## config.mk

```make
export PLATFORM = sky130hd
export DESIGN_NAME = startup_reset_seq
export DESIGN_NICKNAME = d
export VERILOG_FILES = /design/src/rtl/srs_pkg.sv /design/src/rtl/srs_sync.sv /design/src/rtl/srs_fuse_decode.sv /design/src/rtl/srs_timeout.sv /design/src/rtl/srs_stab_count.sv /design/src/rtl/startup_reset_seq.sv
export SDC_FILE = /design/constraint.sdc
export NUM_CORES = 1
export LEC_CHECK = 0
export ABC_AREA = 1
export BUFFER_PORTS_ARGS = -buffer_cell sky130_fd_sc_hd__buf_2
export CAP_MARGIN = 20
export CORE_MARGIN = 8
export CORE_UTILIZATION = 30
export DETAILED_ROUTE_END_ITERATION = 7
export GPL_TIMING_DRIVEN = 0
export PLACE_DENSITY_LB_ADDON = 0.25
export SLEW_MARGIN = 25
export SYNTH_ARGS = -nofsm -noshare
export SYNTH_HDL_FRONTEND = slang
export SYNTH_SLANG_ARGS = --single-unit
```

## constraint.sdc

```tcl
create_clock -name clk_osc -period 1.5 [get_ports clk_osc]
set_input_delay 0.3 -clock clk_osc [delete_from_list [all_inputs] [get_ports clk_osc]]
set_output_delay 0.3 -clock clk_osc [all_outputs]
set_load 0.01 [all_outputs]
```

## src/rtl/srs_pkg.sv

```systemverilog
package srs_pkg;

  typedef enum logic [2:0] {
    CK_EXT,
    CK_RC,
    CK_LF,
    CK_XTAL,
    CK_RSVD
  } clk_kind_e;

  function automatic clk_kind_e kind_of(input logic [3:0] cs);
    clk_kind_e k;
    if (cs[3]) begin
      k = CK_XTAL;
    end else begin
      case (cs[2:0])
        3'b000:         k = CK_EXT;
        3'b010, 3'b011: k = CK_RC;
        3'b110, 3'b111: k = CK_LF;
        default:        k = CK_RSVD;
      endcase
    end
    return k;
  endfunction

  function automatic int max2(input int a, input int b);
    return (a > b) ? a : b;
  endfunction

endpackage

```

## src/rtl/srs_sync.sv

```systemverilog
// Multi-stage synchronizer with asynchronous clear.
module srs_sync #(
  parameter int STAGES = 2
) (
  input  logic clk,
  input  logic arst_n,
  input  logic d,
  output logic q
);
  logic [STAGES-1:0] sh_q, sh_d;

  always_comb begin
    sh_d = {sh_q[STAGES-2:0], d};
  end

  always_ff @(posedge clk or negedge arst_n) begin
    if (!arst_n) sh_q <= '0;
    else         sh_q <= sh_d;
  end

  assign q = sh_q[STAGES-1];
endmodule

```

## src/rtl/srs_fuse_decode.sv

```systemverilog
// Maps fuse codes to phase lengths.
module srs_fuse_decode
  import srs_pkg::*;
#(
  parameter int TO_SHORT = 4,
  parameter int TO_LONG  = 64,
  parameter int EXT_CYC  = 6,
  parameter int RC_CYC   = 6,
  parameter int XTAL_CYC = 1024,
  parameter int LF_CYC   = 32768,
  parameter int TOW      = 7,
  parameter int SCW      = 16
) (
  input  logic [3:0]     cksel,
  input  logic [1:0]     sut,
  output logic [TOW-1:0] to_ticks,
  output logic [SCW-1:0] stab_len
);
  localparam int STAB_MAX = max2(max2(EXT_CYC, RC_CYC), max2(XTAL_CYC, LF_CYC));

  clk_kind_e kind;

  always_comb begin
    kind = kind_of(cksel);

    case (sut)
      2'b00:   to_ticks = (kind == CK_LF) ? TOW'(TO_SHORT) : '0;
      2'b01:   to_ticks = TOW'(TO_SHORT);
      default: to_ticks = TOW'(TO_LONG);
    endcase

    case (kind)
      CK_EXT:  stab_len = SCW'(EXT_CYC);
      CK_RC:   stab_len = SCW'(RC_CYC);
      CK_LF:   stab_len = SCW'(LF_CYC);
      CK_XTAL: stab_len = SCW'(XTAL_CYC);
      default: stab_len = SCW'(STAB_MAX);
    endcase
  end
endmodule

```

## src/rtl/srs_timeout.sv

```systemverilog
// Supply-settling phase: counts watchdog ticks up to the target.
module srs_timeout #(
  parameter int TOW = 7
) (
  input  logic           clk,
  input  logic           arst_n,
  input  logic           en,
  input  logic           tick,
  input  logic [TOW-1:0] target,
  output logic           done
);
  logic [TOW-1:0] cnt_q, cnt_d;
  logic           done_q, done_d;

  always_comb begin
    cnt_d  = cnt_q;
    done_d = done_q;
    if (en && !done_q) begin
      if (cnt_q == target) done_d = 1'b1;
      else if (tick)       cnt_d  = cnt_q + 1'b1;
    end
  end

  always_ff @(posedge clk or negedge arst_n) begin
    if (!arst_n) begin
      cnt_q  <= '0;
      done_q <= 1'b0;
    end else begin
      cnt_q  <= cnt_d;
      done_q <= done_d;
    end
  end

  assign done = done_q;
endmodule

```

## src/rtl/srs_stab_count.sv

```systemverilog
// Oscillator-stability phase: counts clock cycles after the time-out.
module srs_stab_count #(
  parameter int SCW = 16
) (
  input  logic           clk,
  input  logic           arst_n,
  input  logic           start,
  input  logic [SCW-1:0] len,
  output logic           done
);
  logic [SCW-1:0] cnt_q, cnt_d;
  logic           done_q, done_d;
  logic [SCW-1:0] last;

  always_comb begin
    last   = len - 1'b1;
    cnt_d  = cnt_q;
    done_d = done_q;
    if (start && !done_q) begin
      if (cnt_q == last) done_d = 1'b1;
      else               cnt_d  = cnt_q + 1'b1;
    end
  end

  always_ff @(posedge clk or negedge arst_n) begin
    if (!arst_n) begin
      cnt_q  <= '0;
      done_q <= 1'b0;
    end else begin
      cnt_q  <= cnt_d;
      done_q <= done_d;
    end
  end

  assign done = done_q;
endmodule

```

## src/rtl/startup_reset_seq.sv

```systemverilog
module startup_reset_seq
  import srs_pkg::*;
#(
  parameter int TO_SHORT = 4,
  parameter int TO_LONG  = 64,
  parameter int EXT_CYC  = 6,
  parameter int RC_CYC   = 6,
  parameter int XTAL_CYC = 1024,
  parameter int LF_CYC   = 32768,
  parameter int SYNC_STG = 2
) (
  input  logic       clk_osc,
  input  logic       ext_rst_n,
  input  logic       wdt_tick,
  input  logic [3:0] cksel_fuse,
  input  logic [1:0] sut_fuse,
  output logic       core_rst_n
);
  localparam int STAB_MAX = max2(max2(EXT_CYC, RC_CYC), max2(XTAL_CYC, LF_CYC));
  localparam int TOW      = $clog2(max2(TO_SHORT, TO_LONG) + 1);
  localparam int SCW      = $clog2(STAB_MAX + 1);

  logic           srst_n;
  logic [TOW-1:0] to_ticks;
  logic [SCW-1:0] stab_len;
  logic           to_done;
  logic           stab_done;

  // Request release is brought into the clock domain before any counting.
  srs_sync #(.STAGES(SYNC_STG)) u_in_sync (
    .clk(clk_osc), .arst_n(ext_rst_n), .d(1'b1), .q(srst_n)
  );

  srs_fuse_decode #(
    .TO_SHORT(TO_SHORT), .TO_LONG(TO_LONG), .EXT_CYC(EXT_CYC), .RC_CYC(RC_CYC),
    .XTAL_CYC(XTAL_CYC), .LF_CYC(LF_CYC), .TOW(TOW), .SCW(SCW)
  ) u_dec (
    .cksel(cksel_fuse), .sut(sut_fuse), .to_ticks(to_ticks), .stab_len(stab_len)
  );

  srs_timeout #(.TOW(TOW)) u_to (
    .clk(clk_osc), .arst_n(ext_rst_n), .en(srst_n), .tick(wdt_tick),
    .target(to_ticks), .done(to_done)
  );

  srs_stab_count #(.SCW(SCW)) u_stab (
    .clk(clk_osc), .arst_n(ext_rst_n), .start(to_done), .len(stab_len),
    .done(stab_done)
  );

  // Release goes out through its own synchronizer stages.
  srs_sync #(.STAGES(SYNC_STG)) u_out_sync (
    .clk(clk_osc), .arst_n(ext_rst_n), .d(stab_done), .q(core_rst_n)
  );
endmodule

```

==> load_flow_metrics.sql, run 1 <==
INSERT INTO impl_metrics (metric_group, metric, value, unit) VALUES
('status', 'result_of_the_run', 'finished, violations left', ''),
('status', 'failed_checks', 'setup timing', ''),
('clock_tree', 'ctsRootBufferMaster', 'sky130_fd_sc_hd__clkbuf_8', ''),
('floorplan', 'floorplan.die.width', '93.6', 'um'),
('clock_tree', 'clock_latency_at_the_later_pin_of_the_worst_skew_pair', '0.28', 'ns'),
('floorplan', 'die-height', '93.6', 'um'),
('timing', 'rsz0062_at_grt', 'true', ''),
('clock_tree', 'cts-buffers-inserted', '5', ''),
('routing', 'avgViaCountPerCell', '4.73', ''),
('yosys', 'synth-edff-count', '0', ''),
('timing', 'fin_crit_sh', '100', '%'),
('job', 'max_cap_viol_count', '0', ''),
('worst_setup_path', 'worst-setup-path-type', 'register to register', ''),
('yosys', 'synthesized_area', '1810', 'um^2'),
('routing', 'detail-route-antenna-nets', '0', ''),
('timing', 'finalCriticalPeriod', '1.50', 'ns'),
('floorplan', 'core_ar', '5890', 'um^2'),
('timing', 'setup_slack', '-0.00386', 'ns'),
('yosys', 'synthAdderAreaFrac', '3.46', '%'),
('yosys', 'synth_top_family_by_area', 'simple AND/OR/NAND/NOR gates', ''),
('routing', 'routed_wirelength', '4440', 'um'),
('final_layout', 'nFillCells', '623', ''),
('worst_setup_path', 'crit_path_max_fanout', '5', ''),
('yosys', 'postSynthCellCount', '252', ''),
('yosys', 'yosys-top-cells-area', 'sky130_fd_sc_hd__dfrtp_1 (40%), sky130_fd_sc_hd__nand2_1 (18%), sky130_fd_sc_hd__nand3_1 (11%), sky130_fd_sc_hd__nor2_1 (5.4%), sky130_fd_sc_hd__inv_1 (4.8%)', ''),
('yosys', 'synthDominantCellAreaShare', '40.2', '%'),
('floorplan', 'top_level_ports', '10', ''),
('worst_setup_path', 'path_buf_inv', '1', ''),
('global_route', 'maximum_number_of_pins_on_one_net_before_global_route_repair', '30', ''),
('yosys', 'yosys_register_bits', '29', ''),
('yosys', 'syn_nets', '266', ''),
('final_layout', 'seq_area', '728', 'um^2'),
('timing', 'worst-slew-pin-transition', '0.664', 'ns'),
('worst_setup_path', 'worst_path_largest_cell_delay', '0.42', 'ns'),
('routing', 'routedWlPerCell', '12.4', 'um'),
('routing', 'drt_iter0_drc', '86', ''),
('global_route', 'grt_pass1_wl', '7270', 'um'),
('yosys', 'synth_warnings', '0', ''),
('pwr', 'leakage_dissipation', '1.17', 'nW'),
('floorplan', 'initial_utilization', '30.7', '%'),
('final_layout', 'area_growth_from_synthesis_to_layout', '29.2', '%'),
('timing', 'setup_viol', '2', ''),
('pwr', 'worst_ir_drop_vdd', '0.398', 'mV'),
('timing', 'setup_skew', '0.00603', 'ns'),
('timing', 'worst_relative_slew_slack', '55.7', '%'),
('worst_setup_path', 'cp_data_arrival_time', '1.73', 'ns'),
('worst_hold_path', 'hold_path_class', 'input port to async pin', ''),
('final_layout', 'drive_gt1_share', '27.1', '%'),
('worst_setup_path', 'critPathLaunchType', 'register', ''),
('floorplan', 'row_count', '28', ''),
('yosys', 'synth_compound_area_share', '1.66', '%'),
('worst_setup_path', 'critical_path.top_delay_family', 'simple AND/OR/NAND/NOR gates', ''),
('clock_tree', 'cts_htree_levels', '2', ''),
('final_layout', 'num_antenna_cells', '0', ''),
('timing', 'timing.final.max_slew_violations', '0', ''),
('clock_tree', 'cts.clk_slew.worst_paths', '0.07', 'ns'),
('floorplan', 'dieArea', '8760', 'um^2'),
('global_route', 'antenna_found_initial', '0', ''),
('worst_setup_path', 'crit_chain', 'or2_0 > nor2_1 > nand2_1 > nand2_2 > nand3_4 > nand2_4 > buf_6 > nand2_2 > nand2_2', ''),
('yosys', 'yosys-mux-area-fraction', '0', '%'),
('placement', 'port-buffer-count', '9', ''),
('timing', 'max_freq', '665', 'MHz'),
('yosys', 'post_synth_most_frequent_cells', 'sky130_fd_sc_hd__nand2_1 (89), sky130_fd_sc_hd__nand3_1 (39), sky130_fd_sc_hd__dfrtp_1 (29)', ''),
('global_route', 'first_global_vias', '1571', ''),
('final_layout', 'fin_nets', '297', ''),
('worst_setup_path', 'highest_delay_cell_along_the_critical_path', 'sky130_fd_sc_hd__dfrtp_1', ''),
('timing', 'final_hold_viol_count', '0', ''),
('worst_setup_path', 'critPathCaptureType', 'register', ''),
('timing', 'whs', '0.0429', 'ns'),
('placement', 'place_ws', '-0.428', 'ns'),
('clock_tree', 'tritoncts', 'yes', '');
-- worst register-to-register path: stages (launching register included) --
cell                      delay, ns
sky130_fd_sc_hd__dfrtp_1       0.42
sky130_fd_sc_hd__or2_0         0.22
sky130_fd_sc_hd__nor2_1        0.15
sky130_fd_sc_hd__nand2_1       0.08
sky130_fd_sc_hd__nand2_2       0.08
sky130_fd_sc_hd__nand3_4       0.11
sky130_fd_sc_hd__nand2_4       0.14
sky130_fd_sc_hd__buf_6         0.14
sky130_fd_sc_hd__nand2_2       0.06
sky130_fd_sc_hd__nand2_2       0.06
-- path summary, 6_finish.rpt --
kind / end / cells past startpoint / from
worst max-delay path: u_stab.cnt_q[15] / 9 / u_stab.cnt_q[6]
worst min-delay path: u_stab.cnt_q[5] / 1 / ext_rst_n
worst max register to register: u_stab.cnt_q[15] / 9 / u_stab.cnt_q[6]
worst min register to register: u_in_sync.sh_q[1] / 0 / u_in_sync.sh_q[0]
max in group asynchronous: u_stab.cnt_q[0] / 1 / ext_rst_n
min in group clk_osc: u_in_sync.sh_q[1] / 0 / u_in_sync.sh_q[0]
-- flip-flops by register name (all words and copies together) (netlist names) --
register,count
u_stab.cnt_q,16
u_to.done,1
u_in_sync.sh_q,2
u_out_sync.sh_q,2
u_to.cnt_q,7
u_stab.done,1
-- power by group --
group / leakage [nW] / total [W] / internal, W / switching (W)
combinational: 0.742 / 0.000756 / 0.000343 / 0.000414
clock: 0.0450 / 0.000633 / 0.000321 / 0.000312
sequential: 0.378 / 0.00103 / 0.000896 / 0.000134
total: 1.17 / 0.00242 / 0.00156 / 0.000859
-- repair_timing --
item	4_1_cts	5_1_grt
cloned	1	0
endpoints found under the setup margin	21	25
hold endpoints to repair	0	0
buffers inserted	10	4
resized for setup	13	34
pin swaps	5	22
-- cells by family after synthesis --
family | count (synthesis)
compound gates | 4
simple gates | 168
buf+inv | 30
other cells | 1
fa+ha+maj | 5
xor+xnor | 15
flops | 29
-- routing by layer --
layer	vias to the layer above	track usage [%]
met1	813	12.9
li1	857	-
met4	0	5.15
met3	4	1.84
met5	-	0
met2	23	16.4
-- area by class of cell --
type | instances | area share, %
plain buffers | 5 | 1.77
clock buffers | 6 | 3.11
clock inverters | 2 | 0.429
inverters | 25 | 4.08
multi-input cells | 193 | 47.3
flip-flops and latches | 29 | 31.2
well taps | 75 | 4.02
repair buffers | 24 | 8.10
-- through the flow --
step	TNS [ns]	total power, W	utilization (%)	area (um^2)
global route	-1.77	0.00258	39.6	2330
finish	-0.00444	0.00242	39.6	2330
floorplan	-0.982	0.00149	-	1840
detailed placement	-7.53	0.00163	33.7	1980
global placement	-7.34	0.00163	33.7	1980
CTS	-0.0156	0.00235	37.2	2190
-- placed cells by master (no fill, tap or decap), types with 2 or more instances in the layout --
| cell | n |
|---|---|
| sky130_fd_sc_hd__nand4_1 | 4 |
| sky130_fd_sc_hd__buf_2 | 8 |
| sky130_fd_sc_hd__xor2_1 | 9 |
| sky130_fd_sc_hd__ha_1 | 2 |
| sky130_fd_sc_hd__inv_2 | 2 |
| sky130_fd_sc_hd__clkinv_2 | 3 |
| sky130_fd_sc_hd__inv_1 | 21 |
| sky130_fd_sc_hd__clkbuf_2 | 2 |
| sky130_fd_sc_hd__buf_4 | 10 |
| sky130_fd_sc_hd__nor2_4 | 2 |
| sky130_fd_sc_hd__ha_4 | 2 |
| sky130_fd_sc_hd__dfrtp_1 | 27 |
| sky130_fd_sc_hd__nor2_1 | 22 |
| sky130_fd_sc_hd__buf_6 | 8 |
| sky130_fd_sc_hd__nand3b_1 | 2 |
| sky130_fd_sc_hd__clkbuf_8 | 5 |
| sky130_fd_sc_hd__xnor2_1 | 6 |
| sky130_fd_sc_hd__dfrtp_2 | 2 |
| sky130_fd_sc_hd__nand2_2 | 10 |
| sky130_fd_sc_hd__nor3_1 | 2 |
| sky130_fd_sc_hd__nor2_2 | 3 |
| sky130_fd_sc_hd__nand2_4 | 3 |
| sky130_fd_sc_hd__nand2_1 | 77 |
| sky130_fd_sc_hd__nand3_1 | 29 |
| sky130_fd_sc_hd__nand3_2 | 10 |
(Power assumes the default switching activity.)
==> run 2, diff against run 1 <==
- SYNTH_HIERARCHICAL: default -> 1
==> load_flow_metrics.sql, run 2 <==
INSERT INTO impl_metrics (metric_group, metric, value, unit) VALUES
('yosys', 'synthDominantCellAreaShare', '27.6', '%'),
('timing', 'worst-slew-pin-transition', '0.650', 'ns'),
('floorplan', 'die-height', '110', 'um'),
('worst_setup_path', 'critPathCaptureType', 'register', ''),
('yosys', 'synth-edff-count', '0', ''),
('routing', 'drc', '0', ''),
('worst_setup_path', 'launching_element_of_the_worst_setup_path', 'cksel_fuse[0]', ''),
('placement', 'place.gp.congestion', '0.852', ''),
('timing', 'max_freq', '520', 'MHz'),
('clock_tree', 'cts_htree_levels', '2', ''),
('final_layout', 'largestRegisters', 'u_stab/cnt_q: 16 flops, u_to/cnt_q: 7 flops', ''),
('routing', 'detailedRoute.firstPassIterationCount', '4', ''),
('placement', 'dpl.hpwl', '4190', 'um'),
('yosys', 'synth_ff_type', 'sky130_fd_sc_hd__dfrtp_1', ''),
('clock_tree', 'clock_latency_at_the_later_pin_of_the_worst_skew_pair', '0.28', 'ns'),
('worst_hold_path', 'hold_path_class', 'input port to async pin', ''),
('timing', 'finalCriticalPeriod', '1.92', 'ns'),
('final_layout', 'largest_register', 'u_stab/cnt_q', ''),
('placement', 'port-buffer-count', '9', ''),
('clock_tree', 'ctsRootBufferMaster', 'sky130_fd_sc_hd__clkbuf_8', ''),
('yosys', 'postSynthCellCount', '391', ''),
('status', 'failed_checks', 'setup timing', ''),
('routing', 'routedWlPerCell', '10.4', 'um'),
('final_layout', 'design_area', '3280', 'um^2'),
('final_layout', 'mostFrequentLayoutCells', 'sky130_fd_sc_hd__nand2_1 (112), sky130_fd_sc_hd__nand3_1 (43), sky130_fd_sc_hd__inv_1 (39)', ''),
('global_route', 'track_usage', '10.3', '%'),
('timing', 'setup_viol', '17', ''),
('pwr', 'worst_ir_drop_vdd', '0.354', 'mV'),
('routing', 'detail-route-antenna-nets', '0', ''),
('timing', 'timing.final.max_slew_violations', '0', ''),
('worst_setup_path', 'r2r_slack', '-0.31', 'ns'),
('timing', 'final_hold_viol_count', '0', ''),
('yosys', 'seq_area_frac_synth', '27.6', '%'),
('final_layout', 'nFillCells', '910', ''),
('pwr', 'power_density', '781', 'nW/um^2'),
('global_route', 'total_gr_overflow', '0', ''),
('timing', 'setup_skew', '0.00630', 'ns'),
('clock_tree', 'postCtsHoldBufs', '0', ''),
('yosys', 'synthDominantAreaCellType', 'sky130_fd_sc_hd__dfrtp_1', ''),
('floorplan', 'dieArea', '12000', 'um^2'),
('final_layout', 'drive_gt1_share', '24.2', '%'),
('floorplan', 'row_count', '34', ''),
('worst_setup_path', 'worst-setup-path-type', 'input port to register', ''),
('yosys', 'post_synth_most_frequent_cells', 'sky130_fd_sc_hd__nand2_1 (121), sky130_fd_sc_hd__nand3_1 (44), sky130_fd_sc_hd__inv_1 (41)', ''),
('worst_setup_path', 'timing.rr.start', 'u_stab/cnt_q[12]', ''),
('routing', 'detailroute.via_count', '2329', ''),
('yosys', 'async_reset_ff_share', '100', '%'),
('yosys', 'yosys_register_bits', '29', ''),
('clock_tree', 'cts-buffers-inserted', '5', ''),
('clock_tree', 'tritoncts_num_sinks', '29', ''),
('placement', 'place_ws', '-0.801', 'ns'),
('final_layout', 'fin_nets', '446', ''),
('worst_setup_path', 'crit_path_max_fanout', '6', ''),
('routing', 'drt_iter0_drc', '134', ''),
('clock_tree', 'cts.clk_slew.worst_paths', '0.06', 'ns'),
('timing', 'fin_crit_sh', '128', '%'),
('worst_setup_path', 'worst_r2r_path_depth', '11', ''),
('floorplan', 'floorplan.die.width', '110', 'um'),
('floorplan', 'core_ar', '8640', 'um^2'),
('global_route', 'antenna_found_initial', '0', ''),
('yosys', 'synth_warnings', '6', ''),
('final_layout', 'mostFrequentLayoutCell', 'sky130_fd_sc_hd__nand2_1', ''),
('worst_setup_path', 'critPathLaunchType', 'input port', ''),
('clock_tree', 'tritoncts', 'yes', ''),
('worst_setup_path', 'timing.rr.end', 'u_stab/cnt_q[6]', ''),
('timing', 'setup_slack', '-0.422', 'ns'),
('job', 'max_cap_viol_count', '0', ''),
('yosys', 'yosys.cell_count.top_type', 'sky130_fd_sc_hd__nand2_1', ''),
('final_layout', 'num_antenna_cells', '0', ''),
('yosys', 'yosys-top-cells-area', 'sky130_fd_sc_hd__dfrtp_1 (28%), sky130_fd_sc_hd__nand2_1 (17%), sky130_fd_sc_hd__nand3_1 (8.4%), sky130_fd_sc_hd__xor2_1 (7.3%), sky130_fd_sc_hd__inv_1 (5.8%)', ''),
('final_layout', 'area_growth_from_synthesis_to_layout', '24.6', '%'),
('final_layout', 'largest_register_ff_count', '16', ''),
('global_route', 'first_global_vias', '2333', ''),
('yosys', 'avgSynthCellArea', '6.74', 'um^2'),
('floorplan', 'initial_utilization', '30.5', '%'),
('clock_tree', 'cts-root-to-sink-buffers', '2', ''),
('status', 'result_of_the_run', 'finished, violations left', ''),
('routing', 'avgViaCountPerCell', '4.30', ''),
('timing', 'worst_relative_slew_slack', '56.7', '%'),
('timing', 'whs', '0.0539', 'ns'),
('placement', 'post_dp_cell_area', '2940', 'um^2'),
('floorplan', 'top_level_ports', '10', ''),
('yosys', 'synthesized_area', '2630', 'um^2'),
('pwr', 'leakage_dissipation', '1.71', 'nW'),
('yosys', 'post_synth_num_cell_types', '32', ''),
('global_route', 'grt_pass1_wl', '9960', 'um'),
('worst_setup_path', 'cp_data_arrival_time', '2.14', 'ns'),
('timing', 'rsz0062_at_grt', 'true', ''),
('global_route', 'maximum_number_of_pins_on_one_net_before_global_route_repair', '30', ''),
('routing', 'routed_wirelength', '5630', 'um'),
('worst_setup_path', 'worstPathRequired', '1.71', 'ns');
run 2: cell types whose count changed after synthesis, sizes merged, moves of 5 or more:
| cell | previous run | this run |
|---|---|---|
| nor2 | 27 | 49 |
| buf | 3 | 21 |
| nand3 | 40 | 46 |
| xnor2 | 6 | 13 |
| inv | 23 | 44 |
| nand3b | 2 | 7 |
| nand2 | 90 | 137 |
| xor2 | 9 | 22 |
run 2: timing repair:
action,CTS,global route
resized for setup,10,22
endpoints found under the hold margin,0,0
setup buffers,5,4
gates cloned,1,1
setup endpoints to repair,17,17
pin swaps,4,20
run 2: routing by layer:
metal	global-route usage, %	wire length, um	up-vias
met4	3.47	119	0
met2	18.0	2810	23
met5	0	0	-
met3	2.05	114	10
met1	12.2	2580	1043
li1	-	-	1253
run 2: final cells by class:
class	count	area, um^2	area share, %
inverters	44	180	5.49
well taps	108	135	4.12
clock buffers	7	86.3	2.63
flip-flops and latches	29	726	22.1
multi-input cells	309	1760	53.5
repair buffers	20	203	6.18
plain buffers	25	195	5.95
run 2: per-stage QoR:
stage / std cells / TNS (ns) / total power (W) / util [%]
floorplan: 407 / -4.93 / 0.00170 / -
global placement: 524 / -12.61 / 0.00185 / 34.1
detailed placement: 524 / -12.94 / 0.00187 / 34.1
CTS: 537 / -7.99 / 0.00254 / 36.4
global route: 542 / -8.81 / 0.00277 / 38.0
finish: 542 / -6.78 / 0.00256 / 38.0
run 2: critical path: stages:
cell	delay (ns)
sky130_fd_sc_hd__buf_8	0.11
sky130_fd_sc_hd__clkinv_8	0.03
sky130_fd_sc_hd__nor2_4	0.02
sky130_fd_sc_hd__nor3_4	0.22
sky130_fd_sc_hd__buf_6	0.18
sky130_fd_sc_hd__nor2_4	0.05
sky130_fd_sc_hd__nand2_4	0.10
sky130_fd_sc_hd__nor2_4	0.06
sky130_fd_sc_hd__buf_4	0.12
sky130_fd_sc_hd__nand3b_1	0.07
sky130_fd_sc_hd__nand2_1	0.05
sky130_fd_sc_hd__nor2_1	0.08
sky130_fd_sc_hd__nand2_1	0.10
sky130_fd_sc_hd__nor2_4	0.14
sky130_fd_sc_hd__nand2_4	0.13
sky130_fd_sc_hd__nand2_8	0.12
sky130_fd_sc_hd__clkbuf_16	0.15
sky130_fd_sc_hd__nand2_2	0.04
sky130_fd_sc_hd__nand2_1	0.06
run 2: report_power, final:
group	leakage, nW	internal, W	switching [W]
sequential	0.379	0.000879	0.000134
combinational	1.28	0.000411	0.000494
clock	0.0443	0.000363	0.000280
total	1.71	0.00165	0.000908
run 2: how the worst max path moves through the flow:
| stage | to | cells past startpoint |
|---|---|---|
| 6_report | u_stab/cnt_q[6] | 19 |
| 5_1_grt | u_stab/cnt_q[4] | 20 |
| 4_1_cts | u_stab/cnt_q[8] | 20 |
| 3_5_place_dp | u_stab/cnt_q[8] | 20 |
| 3_3_place_gp | u_stab/cnt_q[9] | 20 |
| 2_1_floorplan | u_stab/cnt_q[1] | 16 |
run 2: cell families after synthesis:
family	count (synthesis)	synth area share, %
other	2	0.285
AOI/OAI and AO/OA	6	1.90
and+or+nand+nor	247	43.9
buffers and inverters	69	13.3
xor gates and xnor gates	35	11.6
DFF	29	27.6
adders and majority gates	3	1.43
